`src/rtl/boc_pkg.sv`:
```
package boc_pkg;
  localparam int CODE_W_D   = 6;
  localparam int PRE_ONES_D = 8;
  localparam int DET_CNT_D  = 3;
  localparam int CEASE_CNT_D = 2;
  localparam int DATA_W_D   = 8;

  typedef enum logic [1:0] {
    REG_TXCTL  = 2'd0,
    REG_EVENT  = 2'd1,
    REG_MASK   = 2'd2,
    REG_RXCODE = 2'd3
  } reg_addr_e;
endpackage

```
`src/rtl/boc_tx.sv`:
```
module boc_tx import boc_pkg::*; #(
  parameter int CODE_W   = CODE_W_D,
  parameter int PRE_ONES = PRE_ONES_D
) (
  input  logic              clk,
  input  logic              rst_n,
  input  logic              bit_en,
  input  logic              ctl_en,
  input  logic [CODE_W-1:0] ctl_code,
  output logic              tx_bit,
  output logic              active
);
  localparam int PAT_LEN = PRE_ONES + CODE_W + 2;
  localparam int POS_W   = $clog2(PAT_LEN);
  localparam logic [POS_W-1:0] LAST = POS_W'(PAT_LEN - 1);

  logic [POS_W-1:0]  pos_q, pos_d;
  logic              act_q, act_d;
  logic [CODE_W-1:0] code_q, code_d;
  logic              pat_bit;

  always_comb begin
    pos_d  = pos_q;
    act_d  = act_q;
    code_d = code_q;
    if (bit_en) begin
      if (pos_q == LAST) begin
        pos_d  = '0;
        act_d  = ctl_en;
        code_d = ctl_code;
      end else begin
        pos_d = pos_q + 1'b1;
      end
    end
  end

  always_ff @(posedge clk or negedge rst_n) begin
    if (!rst_n) begin
      pos_q  <= '0;
      act_q  <= 1'b0;
      code_q <= '0;
    end else begin
      pos_q  <= pos_d;
      act_q  <= act_d;
      code_q <= code_d;
    end
  end

  always_comb begin
    pat_bit = (pos_q < POS_W'(PRE_ONES));
    for (int i = 0; i < CODE_W; i++) begin
      if (pos_q == POS_W'(PRE_ONES + 1 + i)) pat_bit = code_q[i];
    end
  end

  assign tx_bit = !act_q || pat_bit;
  assign active = act_q;
endmodule

```
`src/rtl/boc_rx.sv`:
```
module boc_rx import boc_pkg::*; #(
  parameter int CODE_W    = CODE_W_D,
  parameter int PRE_ONES  = PRE_ONES_D,
  parameter int DET_CNT   = DET_CNT_D,
  parameter int CEASE_CNT = CEASE_CNT_D
) (
  input  logic              clk,
  input  logic              rst_n,
  input  logic              bit_en,
  input  logic              rx_bit,
  output logic              det_pulse,
  output logic              cease_pulse,
  output logic [CODE_W-1:0] held_code,
  output logic              present
);
  localparam int PAT_LEN = PRE_ONES + CODE_W + 2;
  localparam int POS_W   = $clog2(PAT_LEN);
  localparam int RUN_W   = $clog2(DET_CNT + 1);
  localparam int MISS_W  = $clog2(CEASE_CNT + 1);
  localparam logic [POS_W-1:0] LAST = POS_W'(PAT_LEN - 1);

  logic [PAT_LEN-1:0] sh_q, sh_d, sh_n;
  logic [POS_W-1:0]   wcnt_q, wcnt_d;
  logic               al_q, al_d;
  logic [CODE_W-1:0]  cand_q, cand_d, held_q, held_d, rcv_code;
  logic [RUN_W-1:0]   run_q, run_d;
  logic [MISS_W-1:0]  miss_q, miss_d;
  logic               pres_q, pres_d;
  logic               match, eval;

  assign sh_n     = {rx_bit, sh_q[PAT_LEN-1:1]};
  assign rcv_code = sh_n[PRE_ONES+CODE_W:PRE_ONES+1];
  assign match    = (&sh_n[PRE_ONES-1:0]) && !sh_n[PRE_ONES] && !sh_n[PAT_LEN-1];
  assign eval     = bit_en && ((wcnt_q == LAST) || (!al_q && match));

  always_comb begin
    sh_d = sh_q;  wcnt_d = wcnt_q;  al_d = al_q;  cand_d = cand_q;
    run_d = run_q;  miss_d = miss_q;  held_d = held_q;  pres_d = pres_q;
    det_pulse = 1'b0;
    cease_pulse = 1'b0;
    if (bit_en) begin
      sh_d   = sh_n;
      wcnt_d = (wcnt_q == LAST) ? '0 : wcnt_q + 1'b1;
    end
    if (eval) begin
      wcnt_d = '0;
      if (match) begin
        al_d = 1'b1;
        if (run_q != '0 && cand_q == rcv_code) begin
          if (run_q != RUN_W'(DET_CNT)) run_d = run_q + 1'b1;
        end else begin
          cand_d = rcv_code;
          run_d  = RUN_W'(1);
        end
      end else begin
        al_d  = 1'b0;
        run_d = '0;
      end
      if (pres_q) begin
        if (match && rcv_code == held_q) begin
          miss_d = '0;
        end else if (miss_q == MISS_W'(CEASE_CNT - 1)) begin
          pres_d = 1'b0;
          miss_d = '0;
          cease_pulse = 1'b1;
        end else begin
          miss_d = miss_q + 1'b1;
        end
      end
      if (match && run_d == RUN_W'(DET_CNT) && !(pres_q && held_q == rcv_code)) begin
        held_d = rcv_code;
        pres_d = 1'b1;
        miss_d = '0;
        det_pulse = 1'b1;
      end
    end
  end

  always_ff @(posedge clk or negedge rst_n) begin
    if (!rst_n) begin
      sh_q <= '0;  wcnt_q <= '0;  al_q <= 1'b0;  cand_q <= '0;
      run_q <= '0; miss_q <= '0;  held_q <= '0; pres_q <= 1'b0;
    end else begin
      sh_q <= sh_d;  wcnt_q <= wcnt_d;  al_q <= al_d;  cand_q <= cand_d;
      run_q <= run_d; miss_q <= miss_d;  held_q <= held_d; pres_q <= pres_d;
    end
  end

  assign held_code = held_q;
  assign present   = pres_q;
endmodule

```
`src/rtl/boc_regs.sv`:
```
module boc_regs import boc_pkg::*; #(
  parameter int CODE_W = CODE_W_D,
  parameter int DATA_W = DATA_W_D
) (
  input  logic              clk,
  input  logic              rst_n,
  input  logic              wr_en,
  input  logic              rd_en,
  input  logic [1:0]        addr,
  input  logic [DATA_W-1:0] wdata,
  input  logic              det_pulse,
  input  logic              cease_pulse,
  input  logic [CODE_W-1:0] held_code,
  input  logic              present,
  output logic [DATA_W-1:0] rdata,
  output logic              irq,
  output logic              ctl_en,
  output logic [CODE_W-1:0] ctl_code,
  output logic [1:0]        evt,
  output logic [1:0]        mask
);
  logic [CODE_W:0] ctl_q, ctl_d;
  logic [1:0]      evt_q, evt_d, mask_q, mask_d;
  reg_addr_e       sel;

  assign sel = reg_addr_e'(addr);

  always_comb begin
    ctl_d  = ctl_q;
    mask_d = mask_q;
    evt_d  = evt_q;
    if (wr_en && sel == REG_TXCTL) ctl_d  = wdata[CODE_W:0];
    if (wr_en && sel == REG_MASK)  mask_d = wdata[1:0];
    if (rd_en && sel == REG_EVENT) evt_d  = '0;
    evt_d = evt_d | {cease_pulse, det_pulse};
  end

  always_ff @(posedge clk or negedge rst_n) begin
    if (!rst_n) begin
      ctl_q  <= '0;
      mask_q <= '0;
      evt_q  <= '0;
    end else begin
      ctl_q  <= ctl_d;
      mask_q <= mask_d;
      evt_q  <= evt_d;
    end
  end

  always_comb begin
    rdata = '0;
    case (sel)
      REG_TXCTL:  rdata[CODE_W:0] = ctl_q;
      REG_EVENT:  rdata[1:0] = evt_q;
      REG_MASK:   rdata[1:0] = mask_q;
      REG_RXCODE: begin
        rdata[CODE_W-1:0] = held_code;
        rdata[DATA_W-1]   = present;
      end
      default:    rdata = '0;
    endcase
  end

  assign irq      = |(evt_q & mask_q);
  assign ctl_en   = ctl_q[CODE_W];
  assign ctl_code = ctl_q[CODE_W-1:0];
  assign evt      = evt_q;
  assign mask     = mask_q;
endmodule

```
`src/rtl/boc_xcvr.sv`:
```
module boc_xcvr import boc_pkg::*; #(
  parameter int CODE_W    = CODE_W_D,
  parameter int PRE_ONES  = PRE_ONES_D,
  parameter int DET_CNT   = DET_CNT_D,
  parameter int CEASE_CNT = CEASE_CNT_D,
  parameter int DATA_W    = DATA_W_D
) (
  input  logic              clk,
  input  logic              rst_n,
  input  logic              bit_en,
  input  logic              rx_bit,
  output logic              tx_bit,
  input  logic              wr_en,
  input  logic              rd_en,
  input  logic [1:0]        addr,
  input  logic [DATA_W-1:0] wdata,
  output logic [DATA_W-1:0] rdata,
  output logic              irq
);
  logic [1:0]        rs_q;
  logic              srst_n;
  logic              ctl_en, tx_active, det_pulse, cease_pulse, present;
  logic [CODE_W-1:0] ctl_code, held_code;
  logic [1:0]        evt, mask;

  always_ff @(posedge clk or negedge rst_n) begin
    if (!rst_n) rs_q <= '0;
    else        rs_q <= {rs_q[0], 1'b1};
  end
  assign srst_n = rs_q[1];

  boc_tx #(.CODE_W(CODE_W), .PRE_ONES(PRE_ONES)) u_tx (
    .clk(clk), .rst_n(srst_n), .bit_en(bit_en), .ctl_en(ctl_en),
    .ctl_code(ctl_code), .tx_bit(tx_bit), .active(tx_active)
  );

  boc_rx #(.CODE_W(CODE_W), .PRE_ONES(PRE_ONES), .DET_CNT(DET_CNT),
           .CEASE_CNT(CEASE_CNT)) u_rx (
    .clk(clk), .rst_n(srst_n), .bit_en(bit_en), .rx_bit(rx_bit),
    .det_pulse(det_pulse), .cease_pulse(cease_pulse),
    .held_code(held_code), .present(present)
  );

  boc_regs #(.CODE_W(CODE_W), .DATA_W(DATA_W)) u_regs (
    .clk(clk), .rst_n(srst_n), .wr_en(wr_en), .rd_en(rd_en), .addr(addr),
    .wdata(wdata), .det_pulse(det_pulse), .cease_pulse(cease_pulse),
    .held_code(held_code), .present(present), .rdata(rdata), .irq(irq),
    .ctl_en(ctl_en), .ctl_code(ctl_code), .evt(evt), .mask(mask)
  );
endmodule

```
`config.mk`:
```
export PLATFORM = sky130hd
export DESIGN_NAME = boc_xcvr
export DESIGN_NICKNAME = d
export VERILOG_FILES = /design/src/rtl/boc_pkg.sv /design/src/rtl/boc_tx.sv /design/src/rtl/boc_rx.sv /design/src/rtl/boc_regs.sv /design/src/rtl/boc_xcvr.sv
export SDC_FILE = /design/constraint.sdc
export NUM_CORES = 1
export LEC_CHECK = 0
export BUFFER_PORTS_ARGS = -buffer_cell sky130_fd_sc_hd__buf_4
export CORE_MARGIN = 2
export CORE_UTILIZATION = 60
export DETAILED_ROUTE_END_ITERATION = 7
export GPL_ROUTABILITY_DRIVEN = 1
export HOLD_SLACK_MARGIN = 0.03
export PLACE_DENSITY = 0.87
export SYNTH_ARGS = -nofsm -noshare
export SYNTH_HDL_FRONTEND = slang
export SYNTH_SLANG_ARGS = --single-unit
export TNS_END_PERCENT = 10
```
`constraint.sdc`:
```
create_clock -name clk -period 5.7 [get_ports clk]
set_input_delay 0.57 -clock clk [delete_from_list [all_inputs] [get_ports clk]]
set_output_delay 0.57 -clock clk [all_outputs]
set_load 0.02 [all_outputs]
```
Yosys cells after proc, flatten, opt, wreduce, memory -nomap -nowiden:

Index checks and enable logic that the tools add are counted.

* flip-flop bits (word level): 62
* input port bits: 16

* $add $sub $neg: 4
* $lt $le $gt $ge: 1
* eq/ne operators: 17
* muxes and demuxes: 34
* bitwise gates (word level): 3
* reductions and logical operators: 29

Operator list (count)
* 4-bit equality test (second input constant): 8
* 1-bit 2-to-1 mux: 19
* 6-bit equality test: 3
* 2-bit 2-to-1 mux: 9
* 4-bit 2-to-1 mux: 4
* 1-bit logical AND: 12
* 4-bit by 1-bit adder with 4-bit output (second input constant): 2
* 2-bit case mux with 4 select lines: 1
* 4-bit case mux with 2 select lines: 1
* 8-bit AND reduction: 1
* 2-bit equality test (second input constant): 3
* 2-bit AND reduction: 3
* 2-bit nonzero test: 3
* 1-bit logical NOT: 5
* 2-bit by 1-bit adder with 2-bit output (second input constant): 2
* 2-bit by 1-bit equality test with 1-bit output (second input constant): 2
* 4-bit < comparator (second input constant): 1
* 3-bit AND reduction: 1
* 2-bit AND: 1
* 2-bit logical NOT: 1
* 1-bit logical OR: 2
* 2-bit != test (second input constant): 1
* 2-bit bitwise OR: 1
* 2-bit OR reduction: 1
* 1-bit inverter: 1

Depth between registers and ports, before layout:

Gate-level depths: netlist of run 1.

* depth in word-level cells: 13
* depth in mapped cells: 7

By module:

Synthesis of run 1 repeated with hierarchy kept, for this count alone.

* cell total of the unflattened synthesis: 241
* area, all modules: 3015.4 sq um

Modules (own cells, without submodules)
* boc_rx: times used 1, cells each 142, area an instance 1806.7 sq um
* boc_regs: times used 1, cells each 49, area an instance 595.6 sq um
* boc_tx: times used 1, cells each 47, area an instance 559.3 sq um
* boc_xcvr: times used 1, cells each 3, area an instance 53.8 sq um

Worst setup path before layout of run 1:

Ideal clock, no wire load.

* path kind: reg2out
* start point: register u_tx.pos_q[0]
* end point: output tx_bit
* arrival: 1422 ps
* required time: 5130 ps
* setup slack: 3708 ps
* cell stages (with the launch flop): 7
* path buffers: 0
* cells stage by stage: dfrtp_1 -> inv_1 -> ha_1 -> nand3b_1 -> a21oi_1 -> a21oi_1 -> o2111ai_1

* cells in the longest elaborated chain, start to end: 8

Ends and longest elaborated chain
* start: declaration: line boc_tx.sv:17 `logic [POS_W-1:0] pos_q, pos_d;`
* start signal: assignment: line boc_tx.sv:43 `pos_q <= pos_d;`
* 4-bit < comparator / 4-bit equality test (equally long branches): line boc_tx.sv:50, boc_tx.sv:52
* 1-bit 2-to-1 mux (5 in a row): line boc_tx.sv:52 `if (pos_q == POS_W'(PRE_ONES + 1 + i)) pat_bit = code_q[i];`
* 1-bit 2-to-1 mux *: line boc_tx.sv:52
* 1-bit logical OR *: line boc_tx.sv:56 `assign tx_bit = !act_q || pat_bit;`
* end: declaration: line boc_xcvr.sv:12 `output logic tx_bit,`

Every way passes the cells marked *; elsewhere a longest branch is shown, timed or not.

Worst setup path after layout of run 1:

* start point: register u_tx.pos_q[1]
* end point: output tx_bit

Same word-level chain as after synthesis.

==> metrics.cfg, run 1 <==
[outcome]
status = completed

[timing]
final_max_slew_viol_count = 0
skew_ps = 10.1
timing.max_slew.rel_slack_pct = 51.9
finalWorstSetupSlack_ps = 3240
period_share_pct = 43.1
final-hold-violation-count = 0
period_needed_ps = 2460
fin_tns_setup_ps = 0
worst_pin_slew_ps = 721
setup_viol_count_final = 0
setup_repair_after_global_routing_missed_its_margin = no
fmax_ghz = 0.407

[route]
drt_wl_total_mm = 5.60
post_drt_via_cell_ratio = 5.62
via_count = 1946
drt_pass1_iterations = 4
drc = 0
wire_per_inst_um = 16.2
ant_nets = 0
drt_first_iter_violations = 143

[cts]
ctsRootBufferMaster = clkbuf_8
path_clk_slew_ps = 70
ctsHtreeMaxLevel = 3
cts.sink_count = 61
cts.path.max_buffers = 2
clock_tree_from_tritoncts = built
cts-buffers-inserted = 9
clk_latency_ps = 340

[worst_hold_path]
min_from = rs_q[0]
hold_path_depth = 0
worst_hold_path_type = reg -> reg
min_delay_worst_endpoint = rs_q[1]

[synthesis]
post_synth_num_cell_types = 48
most_frequent_cells_after_synthesis = dfrtp_1, mux2_2, nand2_1
synthDominantCellAreaShare_pct = 51.6
synth_largest_area_cell = dfrtp_1
postSynth.asyncResetShare_pct = 100
mappedNetlistArea_um2 = 2960
count_of_flip_flops_with_a_built_in_enable_after_synthesis = 0
netlist_top_cells_area = dfrtp_1, mux2_2, ha_1
yosys_warnings = 0
seq_area_frac_synth_pct = 51.6
cell_with_the_most_instances_after_synthesis = dfrtp_1
synth_top_flop_cell = dfrtp_1
synth.avg_cell_area_um2 = 12.1
synth-seq-cells = 61
synth_cells = 244
syn_nets = 270

[pwr]
p_total_uw = 1290
switchingPower_uw = 370
power-per-cell-area_nw_per_um2 = 377
power.share.clock_pct = 33.6
internal-power_uw = 923
ir_worst_vdd_uv = 237
switching_share_pct = 28.6
p_seq_share_pct = 48.2
comb_power_share_pct = 18.1
standby_leakage_power_uw = 0.00158

[cells_and_area]
finished_layout_cells = 346
nFillCells = 333
layout.cell_area.non_filler_um2 = 3430
finalNetCount = 300
areaGrowthSynthToFinish_pct = 15.8
layout-drive-gt1-share_pct = 31.9
insertedDiodeCount = 0

[grt]
grt_pass1_vias = 2091
grt_max_degree = 60
grtUsageTotal_pct = 23.8
grt_remaining_overflow = 0
grt_antenna_before_repair = 0
grt_pass1_wl_mm = 9.60

[setup_path]
crit-reg2reg-launch = u_rx.sh_q[9]
endpoint_kind = primary output
worstSetupPathType = reg -> out
worst_path_max_delay_cell = dfrtp_1
worst-path-max-fanout = 4
critical_path.startpoint_type = flop
required_ps = 5130
r2r_end = u_rx.held_code[1]
worstRegToRegCells = 5
crit_path_cell_trace = inv_1, ha_1, and3b_1, a21oi_1, o21ai_0, nand2_1, o2111ai_1, buf_4
reg2reg_slack_ps = 3580
crit_arrival_ps = 1890
cp_slowest_stage_delay_ps = 400

[floorplanning]
chipWidth_um = 74.2
fp.coreArea_um2 = 4750
fp.dieH_um = 74.2
initial_core_util_pct = 62.2
floorplan.die_area_um2 = 5510
number_of_top_level_design_ports = 26
row_count = 25

[placement]
routabilityCongestion = 0.763
io_port_bufs = 24
place_inst = 329
detailedPlacementHpwl_mm = 3.84
placement.cell_area_um2 = 3190
dp_worst_setup_slack_ps = 3330

[run]
max_cap_violations = 0

[metal layers]
metal  vias to the layer above  global-route usage (%)  part of all wire (%)
met3                        11                    6.10                   4.0
met1                       969                    30.1                    42
met5                         -                       0                     0
li1                        930                       -                     -
met4                         0                    11.9                   1.7
met2                        36                    38.4                    52
[power by group through the flow]
stage	logic [µW]	registers, µW	clock network [µW]
final	235	624	435
after global routing	266	639	459
after CTS	238	624	442
after detailed placement	232	632	0
after global placement	217	621	0
after floorplan	184	601	0
[per-stage QoR]
step	utilization (%)	hold WS, ps
6_report	72.1	364
5_1_grt	72.1	377
4_1_cts	72.1	364
3_5_place_dp	67.1	349
3_3_place_gp	67.1	336
2_1_floorplan	-	274
[cell type report]
type                            instances  area (µm²)  area share [%]
Timing Repair Buffer                   26         198            5.77
Sequential cell                        61        1530            44.6
Tap cell                               67        83.8            2.45
Inverter                                9        33.8           0.986
Clock buffer                           13         159            4.64
Multi-Input combinational cell        167        1360            39.6
Clock inverter                          3        67.6            1.97
[cells by family after synthesis]
kind of cell    count (synthesis)  share of synthesized area (%)
simple gates                   63                           11.1
flops                          61                           51.6
mux                            43                           17.0
compound gates                 35                           8.92
buf+inv                        16                           2.54
xor+xnor                       15                           4.44
fa+ha+maj                      10                           4.23
other cells                     1                          0.127
[worst max-delay path: cells and delay by family (launching register included)]
| family | cells | cell delay, ps |
|---|---|---|
| adders and majority gates | 1 | 230 |
| AOI/OAI and AO/OA | 3 | 340 |
| and+or+nand+nor | 2 | 300 |
| DFF | 1 | 400 |
| buffers and inverters | 2 | 290 |
[worst max-delay path by stage]
stage	startpoint	cells past startpoint	end	slack, ps
2_1_floorplan	u_tx.pos_q[0]	6	tx_bit	3710
5_1_grt	u_tx.pos_q[0]	7	tx_bit	3100
3_5_place_dp	rx_bit	6	u_rx.held_code[5]	3330
4_1_cts	u_tx.pos_q[1]	8	tx_bit	3240
6_report	u_tx.pos_q[1]	8	tx_bit	3240
3_3_place_gp	rx_bit	6	u_rx.held_code[1]	3350
[state kept, by name, indices dropped and copies added (netlist names)]
register        flops
rs_q                2
u_regs.ctl_q        7
u_regs.evt          2
u_regs.mask         2
u_rx.al_q           1
u_rx.cand_q         6
u_rx.held_code      6
u_rx.miss_q         2
u_rx.present        1
u_rx.run_q          2
u_rx.sh_q          15
u_rx.wcnt_q         4
u_tx.active         1
u_tx.code_q         6
u_tx.pos_q          4
[timing repair]
item                       4_1_cts  5_1_grt
setup endpoints to repair        0        0
setup buffers                    0        0
hold endpoints to repair         2        0
hold buffers                     1        0
gates resized for setup          0        0
[cells in the final DEF (no fill, tap or decap), types with 2 or more instances in the layout]
cell type	netlist	layout
nor2_1	8	8
a22o_1	2	2
nand4_1	6	6
dfrtp_1	61	60
a222oi_1	2	2
nor3_1	4	4
buf_4	0	25
o211ai_1	2	2
mux2_2	35	35
o21ai_0	9	9
a21oi_1	5	5
bufinv_16	0	2
ha_1	10	10
xnor2_1	7	7
nand3_1	6	6
mux2i_1	2	2
xor2_1	8	8
a22oi_1	4	4
clkbuf_1	3	2
clkbuf_8	0	11
inv_1	9	9
mux2_4	6	6
nand2_1	23	23
and2_1	3	3
Note: power is estimated with default switching activity, not from simulation.
==> inputs of run 2 (changes only) <==
Settings changed: ABC_AREA from default to 1, CORE_UTILIZATION 60 to 53, PLACE_DENSITY 0.87 to 0.82.
Clock period 5.7 ns to 2.05 ns, I/O delays scaled along.
==> run 2 against run 1 <==
Non-clock buffer count grew 2. Sequential share of layout area is 1.5 points lower. Cell area is 3.5% higher. Worst hold slack got worse by 270 ps. Largest cell class unchanged. Largest power group unchanged. Highest routed layer unchanged.
==> metrics.cfg, run 2 <==
[grt]
grt_use_met1_pct = 27.6  ; was 30.1%
grt_pass1_vias = 2303  ; was 2,091
grt_pass1_wl_mm = 10.1  ; was 9.60 mm
grt_max_degree = 60  ; unchanged
grtUsageMet3_pct = 4.83  ; was 6.10%
grt_antenna_before_repair = 0  ; unchanged
grtUsageTotal_pct = 20.6  ; was 23.8%
grt_remaining_overflow = 0  ; unchanged
globalRoute.busiestLayer = met2  ; unchanged
gr-usage-met2_pct = 32.5  ; was 38.4%

[synthesis]
synth_cells = 362  ; was 244
syn_nets = 388  ; was 270
synth_top_flop_cell = dfrtp_1  ; unchanged
synth-seq-cells = 61  ; unchanged
synth_largest_area_cell = dfrtp_1  ; unchanged
netlist_top_cells_area = dfrtp_1, nand2_1, o21ai_0  ; was dfrtp_1, mux2_2, ha_1
postSynth.asyncResetShare_pct = 100  ; unchanged
mappedNetlistArea_um2 = 3070  ; was 2960 µm²
seq_area_frac_synth_pct = 49.8  ; was 51.6%
cell_with_the_most_instances_after_synthesis = nand2_1  ; was dfrtp_1
most_frequent_cells_after_synthesis = nand2_1, dfrtp_1, inv_1  ; was dfrtp_1, mux2_2, nand2_1
post_synth_num_cell_types = 30  ; was 48
yosys_warnings = 0  ; unchanged
count_of_flip_flops_with_a_built_in_enable_after_synthesis = 0  ; unchanged
synthDominantCellAreaShare_pct = 49.8  ; was 51.6%
synth.avg_cell_area_um2 = 8.47  ; was 12.1 µm²

[worst_hold_path]
worst_hold_path_type = in -> reg  ; was reg -> reg
min_from = rx_bit  ; was rs_q[0]

[cells_and_area]
layout.cell_area.non_filler_um2 = 3550  ; was 3430 µm²
finished_layout_cells = 471  ; was 346
layout-drive-gt1-share_pct = 17.8  ; was 31.9%
layout.core_utilization_pct = 64.0  ; was 72.1%
insertedDiodeCount = 0  ; unchanged
area_of_the_multi_input_gates_um2 = 1340  ; was 1360 µm²
area.sequential_um2 = 1530  ; unchanged
largest_register_ff_count = 15  ; unchanged
layout_commonest_cell = nand2_1  ; was dfrtp_1
top_register = u_rx.sh_q  ; unchanged
finalNetCount = 420  ; was 300
nFillCells = 466  ; was 333
layout_top_registers = u_rx.sh_q: 15 flops, u_regs.ctl_q: 7 flops  ; unchanged
areaGrowthSynthToFinish_pct = 15.6  ; was 15.8%
layout.cells.most_common_list = nand2_1, dfrtp_1, inv_1  ; was dfrtp_1, mux2_2, buf_4

[timing]
skew_ps = 7.49  ; was 10.1 ps
timing.max_slew.rel_slack_pct = 51.6  ; was 51.9%
period_needed_ps = 1890
final_max_slew_viol_count = 0  ; unchanged
worst_pin_slew_ps = 726  ; was 721 ps
fmax_ghz = 0.530
finalWorstSetupSlack_ps = 161  ; was 3240 ps
period_share_pct = 92.1
setup_viol_count_final = 0  ; unchanged
final-hold-violation-count = 0  ; unchanged

[route]
drc = 0  ; unchanged
wire_per_inst_um = 12.3  ; was 16.2 µm
ant_nets = 0  ; unchanged
drt_first_iter_violations = 145  ; was 143
drt_wl_total_mm = 5.82  ; was 5.60 mm
via_count = 2382  ; was 1,946
post_drt_via_cell_ratio = 5.06  ; was 5.62
drt_pass1_iterations = 4  ; unchanged

[cts]
cts-buffers-inserted = 9  ; unchanged
clk_latency_ps = 340  ; about the same
cts.path.max_buffers = 2  ; unchanged
clock_tree_from_tritoncts = built  ; unchanged
ctsHtreeMaxLevel = 3  ; unchanged
cts.sink_count = 61  ; unchanged
path_clk_slew_ps = 70  ; about the same
ctsRootBufferMaster = clkbuf_8  ; unchanged

[pwr]
switching_share_pct = 29.3  ; was 28.6%
p_seq_share_pct = 48.5  ; was 48.2%
standby_leakage_power_uw = 0.00183  ; was 0.00158 µW
p_total_uw = 3340  ; was 1290 µW
switchingPower_uw = 978  ; was 370 µW
power.share.clock_pct = 34.1  ; was 33.6%
internal-power_uw = 2370  ; was 923 µW
comb_power_share_pct = 17.4  ; was 18.1%
power-per-cell-area_nw_per_um2 = 943  ; was 377 nW/µm²
ir_worst_vdd_uv = 596  ; was 237 µV

[setup_path]
worstSetupPathType = reg -> out  ; unchanged
critical_path.top_delay_family = flip-flops  ; unchanged
crit-reg2reg-launch = u_rx.sh_q[11]  ; was u_rx.sh_q[9]
cp_slowest_stage_delay_ps = 350  ; was 400 ps
required_ps = 1850  ; was 5130 ps
worst_path_max_delay_cell = dfrtp_1  ; unchanged
path_buf_inv = 3  ; was 2
worst_setup_path_startpoint = u_tx.pos_q[0]  ; was u_tx.pos_q[1]
timing.critical_path.mode_cell = inv_1
critical_path.startpoint_type = flop  ; unchanged
crit_arrival_ps = 1680  ; was 1890 ps
crit_path_cell_trace = inv_1, ha_1, inv_1, nand3_1, a221o_1, nand4_1, buf_4  ; was inv_1, ha_1, and3b_1, a21oi_1, o21ai_0, nand2_1, o2111ai_1, buf_4
endpoint_kind = primary output  ; unchanged
worst-path-max-fanout = 4  ; unchanged

[floorplanning]
floorplan.die_area_um2 = 6410  ; was 5510 µm²
number_of_top_level_design_ports = 26  ; unchanged
fp.dieH_um = 80.1  ; was 74.2 µm
row_count = 27  ; was 25
initial_core_util_pct = 55.4  ; was 62.2%
chipWidth_um = 80.1  ; was 74.2 µm
fp.coreArea_um2 = 5540  ; was 4750 µm²

[run]
max_cap_violations = 0  ; unchanged

[placement]
detailedPlacementHpwl_mm = 4.17  ; was 3.84 mm
place_inst = 453  ; was 329
placement.cell_area_um2 = 3310  ; was 3190 µm²
routabilityCongestion = 0.767  ; was 0.763
dp_worst_setup_slack_ps = 366  ; was 3330 ps
io_port_bufs = 24  ; unchanged

[outcome]
status = completed  ; unchanged

## run 2: cell types whose count changed after synthesis, sizes merged, moves of 3 or more
cell | previous run | this run
mux2 | 41 | 10
nor3 | 5 | 0
and2 | 3 | 0
a22oi | 4 | 0
nand2 | 23 | 123
a21oi | 5 | 9
nor2 | 8 | 27
xnor2 | 7 | 0
inv | 9 | 42
o21ai | 9 | 34
nand3 | 6 | 20
## run 2: worst paths after layout
path / slack [ps] / cells past startpoint / to
hold / removal: 90 / 3 / u_rx.sh_q[15]
setup / recovery: 160 / 7 / tx_bit
max in group asynchronous: 1170 / 1 / u_rx.sh_q[2]
setup reg to reg: 360 / 10 / u_rx.held_code[5]
min in group asynchronous: 190 / 2 / rs_q[1]
hold reg to reg: 360 / 0 / rs_q[1]
## run 2: cell families after synthesis
| logic type | synth area share, % |
|---|---|
| muxes | 3.67 |
| xor gates and xnor gates | 2.00 |
| other | 0.122 |
| and+or+nand+nor | 25.5 |
| AOI/OAI and AO/OA | 8.40 |
| DFF | 49.8 |
| buffers and inverters | 6.41 |
| adders and majority gates | 4.08 |
## run 2: metal layers
| layer | wire length (µm) | up-vias |
|---|---|---|
| li1 | - | 1213 |
| met1 | 2740 | 1124 |
| met2 | 2780 | 38 |
| met3 | 223 | 7 |
| met4 | 74 | 0 |
| met5 | 0 | - |
## run 2: per-stage QoR
step / hold WS, ps / TNS [ps]
finish: 90.0 / 0
detailed placement: -10.8 / 0
global route: 83.3 / -6.78
CTS: 72.7 / 0
floorplan: -90.6 / 0
global placement: -11.8 / 0
## run 2: cell type report
cell class | instances | share of cell area (%)
clock buffer | 9 | 3.49
multi-input combinational | 252 | 37.9
timing repair buffer | 28 | 6.00
inverter | 42 | 4.45
clock inverter | 7 | 2.54
sequential | 61 | 43.1
tap | 72 | 2.54
## run 2: repair_timing
item,4_1_cts,5_1_grt
hold buffers,1,0
endpoints found under the hold margin,2,0
setup endpoints to repair,0,1
gates resized for setup,0,0
buffers inserted,0,1
## run 2: tightest hold or removal path: cells and delay by family
| family | cells | cell delay (ps) |
|---|---|---|
| AOI/OAI and AO/OA | 1 | 60 |
| buffers and inverters | 1 | 80 |
| and+or+nand+nor | 1 | 40 |
## run 2: power by group through the flow
stage | sequential [µW] | combinational [µW] | clock, µW
4_1_cts | 1620 | 583 | 1180
5_1_grt | 1650 | 681 | 1220
3_5_place_dp | 1640 | 578 | 0
6_report | 1620 | 582 | 1140
2_1_floorplan | 1600 | 438 | 0
3_3_place_gp | 1630 | 556 | 0
==> inputs of run 3 (changes only) <==
Settings changed: PLACE_DENSITY 0.82 to 0.75.
==> run 3 against run 2 <==
Final cell count down 0.21%. Die area unchanged. Register-to-register slack about the same. Combinational power about the same. Worst hold slack worse by 3.9 ps. Clock-buffer cell count up 3. Critical path depth unchanged. Via count down 1.8%. Cell area about the same. Routed wire length down 1.7%.
==> metrics.cfg, run 3 (same netlist as run 2, synthesis figures left out) <==
[outcome]
status = completed  ; unchanged

[floorplanning]
chipWidth_um = 80.1  ; unchanged
row_count = 27  ; unchanged
number_of_top_level_design_ports = 26  ; unchanged
fp.coreArea_um2 = 5540  ; unchanged
floorplan.die_area_um2 = 6410  ; unchanged
fp.dieH_um = 80.1  ; unchanged
initial_core_util_pct = 55.4  ; unchanged

[cts]
ctsHtreeMaxLevel = 3  ; unchanged
cts.path.max_buffers = 2  ; unchanged
post_cts_resized = 0  ; unchanged
cts-buffers-inserted = 9  ; unchanged
path_clk_slew_ps = 60  ; was 70 ps
ctsRootBufferMaster = clkbuf_8  ; unchanged
cts.sink_count = 61  ; unchanged
clk_latency_ps = 330  ; was 340 ps
clock_tree_from_tritoncts = built  ; unchanged

[cells_and_area]
layout-drive-gt1-share_pct = 17.3  ; was 17.8%
largest_register_ff_count = 15  ; unchanged
top_register = u_rx.sh_q  ; unchanged
insertedDiodeCount = 0  ; unchanged
layout.cells.most_common_list = nand2_1, dfrtp_1, inv_1  ; unchanged
layout_top_registers = u_rx.sh_q: 15 flops, u_regs.ctl_q: 7 flops  ; unchanged
areaGrowthSynthToFinish_pct = 15.6  ; about the same
finalNetCount = 420  ; unchanged
layout_commonest_cell = nand2_1  ; unchanged

[setup_path]
crit-reg2reg-launch = u_rx.sh_q[9]  ; was u_rx.sh_q[11]
worstSetupPathType = reg -> out  ; unchanged
crit_arrival_ps = 1720  ; was 1680 ps
crit_path_cell_trace = inv_1, ha_1, inv_1, nand3_1, a221o_1, nand4_1, buf_4  ; unchanged
worst-path-max-fanout = 4  ; unchanged
endpoint_kind = primary output  ; unchanged
reg2reg_slack_ps = 360  ; about the same
worstRegToRegCells = 9  ; was 10
critical_path.startpoint_type = flop  ; unchanged
cp_slowest_stage_delay_ps = 360  ; was 350 ps
timing.critical_path.mode_cell = inv_1  ; unchanged
required_ps = 1850  ; about the same
worst_path_max_delay_cell = dfrtp_1  ; unchanged
r2r_end = u_rx.cand_q[3]  ; was u_rx.held_code[5]

[grt]
grt_remaining_overflow = 0  ; unchanged
grt_max_degree = 36  ; was 60
grt_pass1_wl_mm = 10.1  ; about the same
grt_pass1_vias = 2333  ; was 2,303
grt_antenna_before_repair = 0  ; unchanged
grtUsageTotal_pct = 20.3  ; was 20.6%

[timing]
skew_ps = 6.40  ; was 7.49 ps
final_max_slew_viol_count = 0  ; unchanged
period_needed_ps = 1920  ; was 1890 ps
final-hold-violation-count = 0  ; unchanged
timing.max_slew.rel_slack_pct = 59.7  ; was 51.6%
setup_repair_after_global_routing_missed_its_margin = no
fin_tns_setup_ps = 0  ; unchanged
period_share_pct = 93.9  ; was 92.1%
setup_viol_count_final = 0  ; unchanged
fmax_ghz = 0.520  ; was 0.530 GHz
worst_pin_slew_ps = 604  ; was 726 ps

[placement]
routabilityCongestion = 0.769  ; was 0.767
io_port_bufs = 24  ; unchanged
detailedPlacementHpwl_mm = 4.17  ; about the same

[route]
ant_nets = 0  ; unchanged
drt_wl_total_mm = 5.72  ; was 5.82 mm
drc = 0  ; unchanged
wire_per_inst_um = 12.2  ; was 12.3 µm
post_drt_via_cell_ratio = 4.98  ; was 5.06
drt_pass1_iterations = 5  ; was 4
via_count = 2339  ; was 2,382
drt_first_iter_violations = 127  ; was 145

[pwr]
ir_worst_vdd_uv = 526  ; was 596 µV
power-per-cell-area_nw_per_um2 = 926  ; was 943 nW/µm²
standby_leakage_power_uw = 0.00183  ; about the same
p_total_uw = 3280  ; was 3340 µW

[worst_hold_path]
hold_path_depth = 3  ; unchanged
worst_hold_path_type = in -> reg  ; unchanged
min_delay_worst_endpoint = u_rx.sh_q[15]  ; unchanged
min_from = rx_bit  ; unchanged

[run]
max_cap_violations = 0  ; unchanged

==> run 3: changes by cell type in the layout (fill, tap and decap cells not counted), sizes merged <==
cell,before,now
clkbuf,9,12
clkinv,3,0
bufinv,2,1
==> run 3: layer usage <==
metal / up-vias / GRT usage, % / routed length, µm
li1: 1212 / - / -
met1: 1079 / 26.1 / 2780
met2: 36 / 32.9 / 2640
met3: 12 / 3.82 / 173
met4: 0 / 10.0 / 119
met5: - / 0 / 0
==> run 3: layout make-up <==
type / count / area [µm²]
Fill cell: 498 / 2000
Sequential cell: 61 / 1530
Multi-Input combinational cell: 252 / 1340
Timing Repair Buffer: 28 / 225
Inverter: 42 / 158
Clock buffer: 12 / 155
Tap cell: 72 / 90.1
Clock inverter: 3 / 45.0
==> run 3: per-stage QoR <==
step                      setup slack [ps]  cells  util [%]  cell area (µm²)  hold slack, ps
after floorplan                        226    362         -             3070           -90.6
after global placement                 423    453      60.0             3330           -12.3
after detailed placement               367    453      60.0             3330           -11.0
after CTS                             61.4    469      63.8             3540            75.5
after global routing                  5.88    470      64.0             3540             103
final                                  126    470      64.0             3540            86.1
==> run 3: repair_timing <==
| item | CTS | global route |
|---|---|---|
| hold buffers | 1 | 0 |
| endpoints found under the hold margin | 2 | 0 |
| endpoints found under the setup margin | 0 | 1 |
| buffers inserted | 0 | 1 |
==> run 3: worst max-delay path, delay by kind of cell (launching register included) <==
kind            cells  cell delay, ps
flops               1             360
buf+inv             3             340
compound gates      1             320
fa+ha+maj           1             210
simple gates        2             150
==> run 3: worst max path at each step <==
stage          cells past startpoint          start               to
2_1_floorplan                      0        rs_q[1]  u_regs.ctl_q[0]
3_3_place_gp                       8   u_rx.sh_q[9]   u_rx.cand_q[0]
3_5_place_dp                       9   u_rx.sh_q[9]   u_rx.cand_q[1]
4_1_cts                            7  u_tx.pos_q[0]           tx_bit
5_1_grt                            7  u_tx.pos_q[0]           tx_bit
6_report                           7  u_tx.pos_q[0]           tx_bit
==> run 3: power by group <==
| part | leakage, µW | switching [µW] | internal (µW) |
|---|---|---|---|
| sequential | 0.000762 | 192 | 1430 |
| combinational | 0.000969 | 321 | 261 |
| clock | 0.0000947 | 456 | 621 |
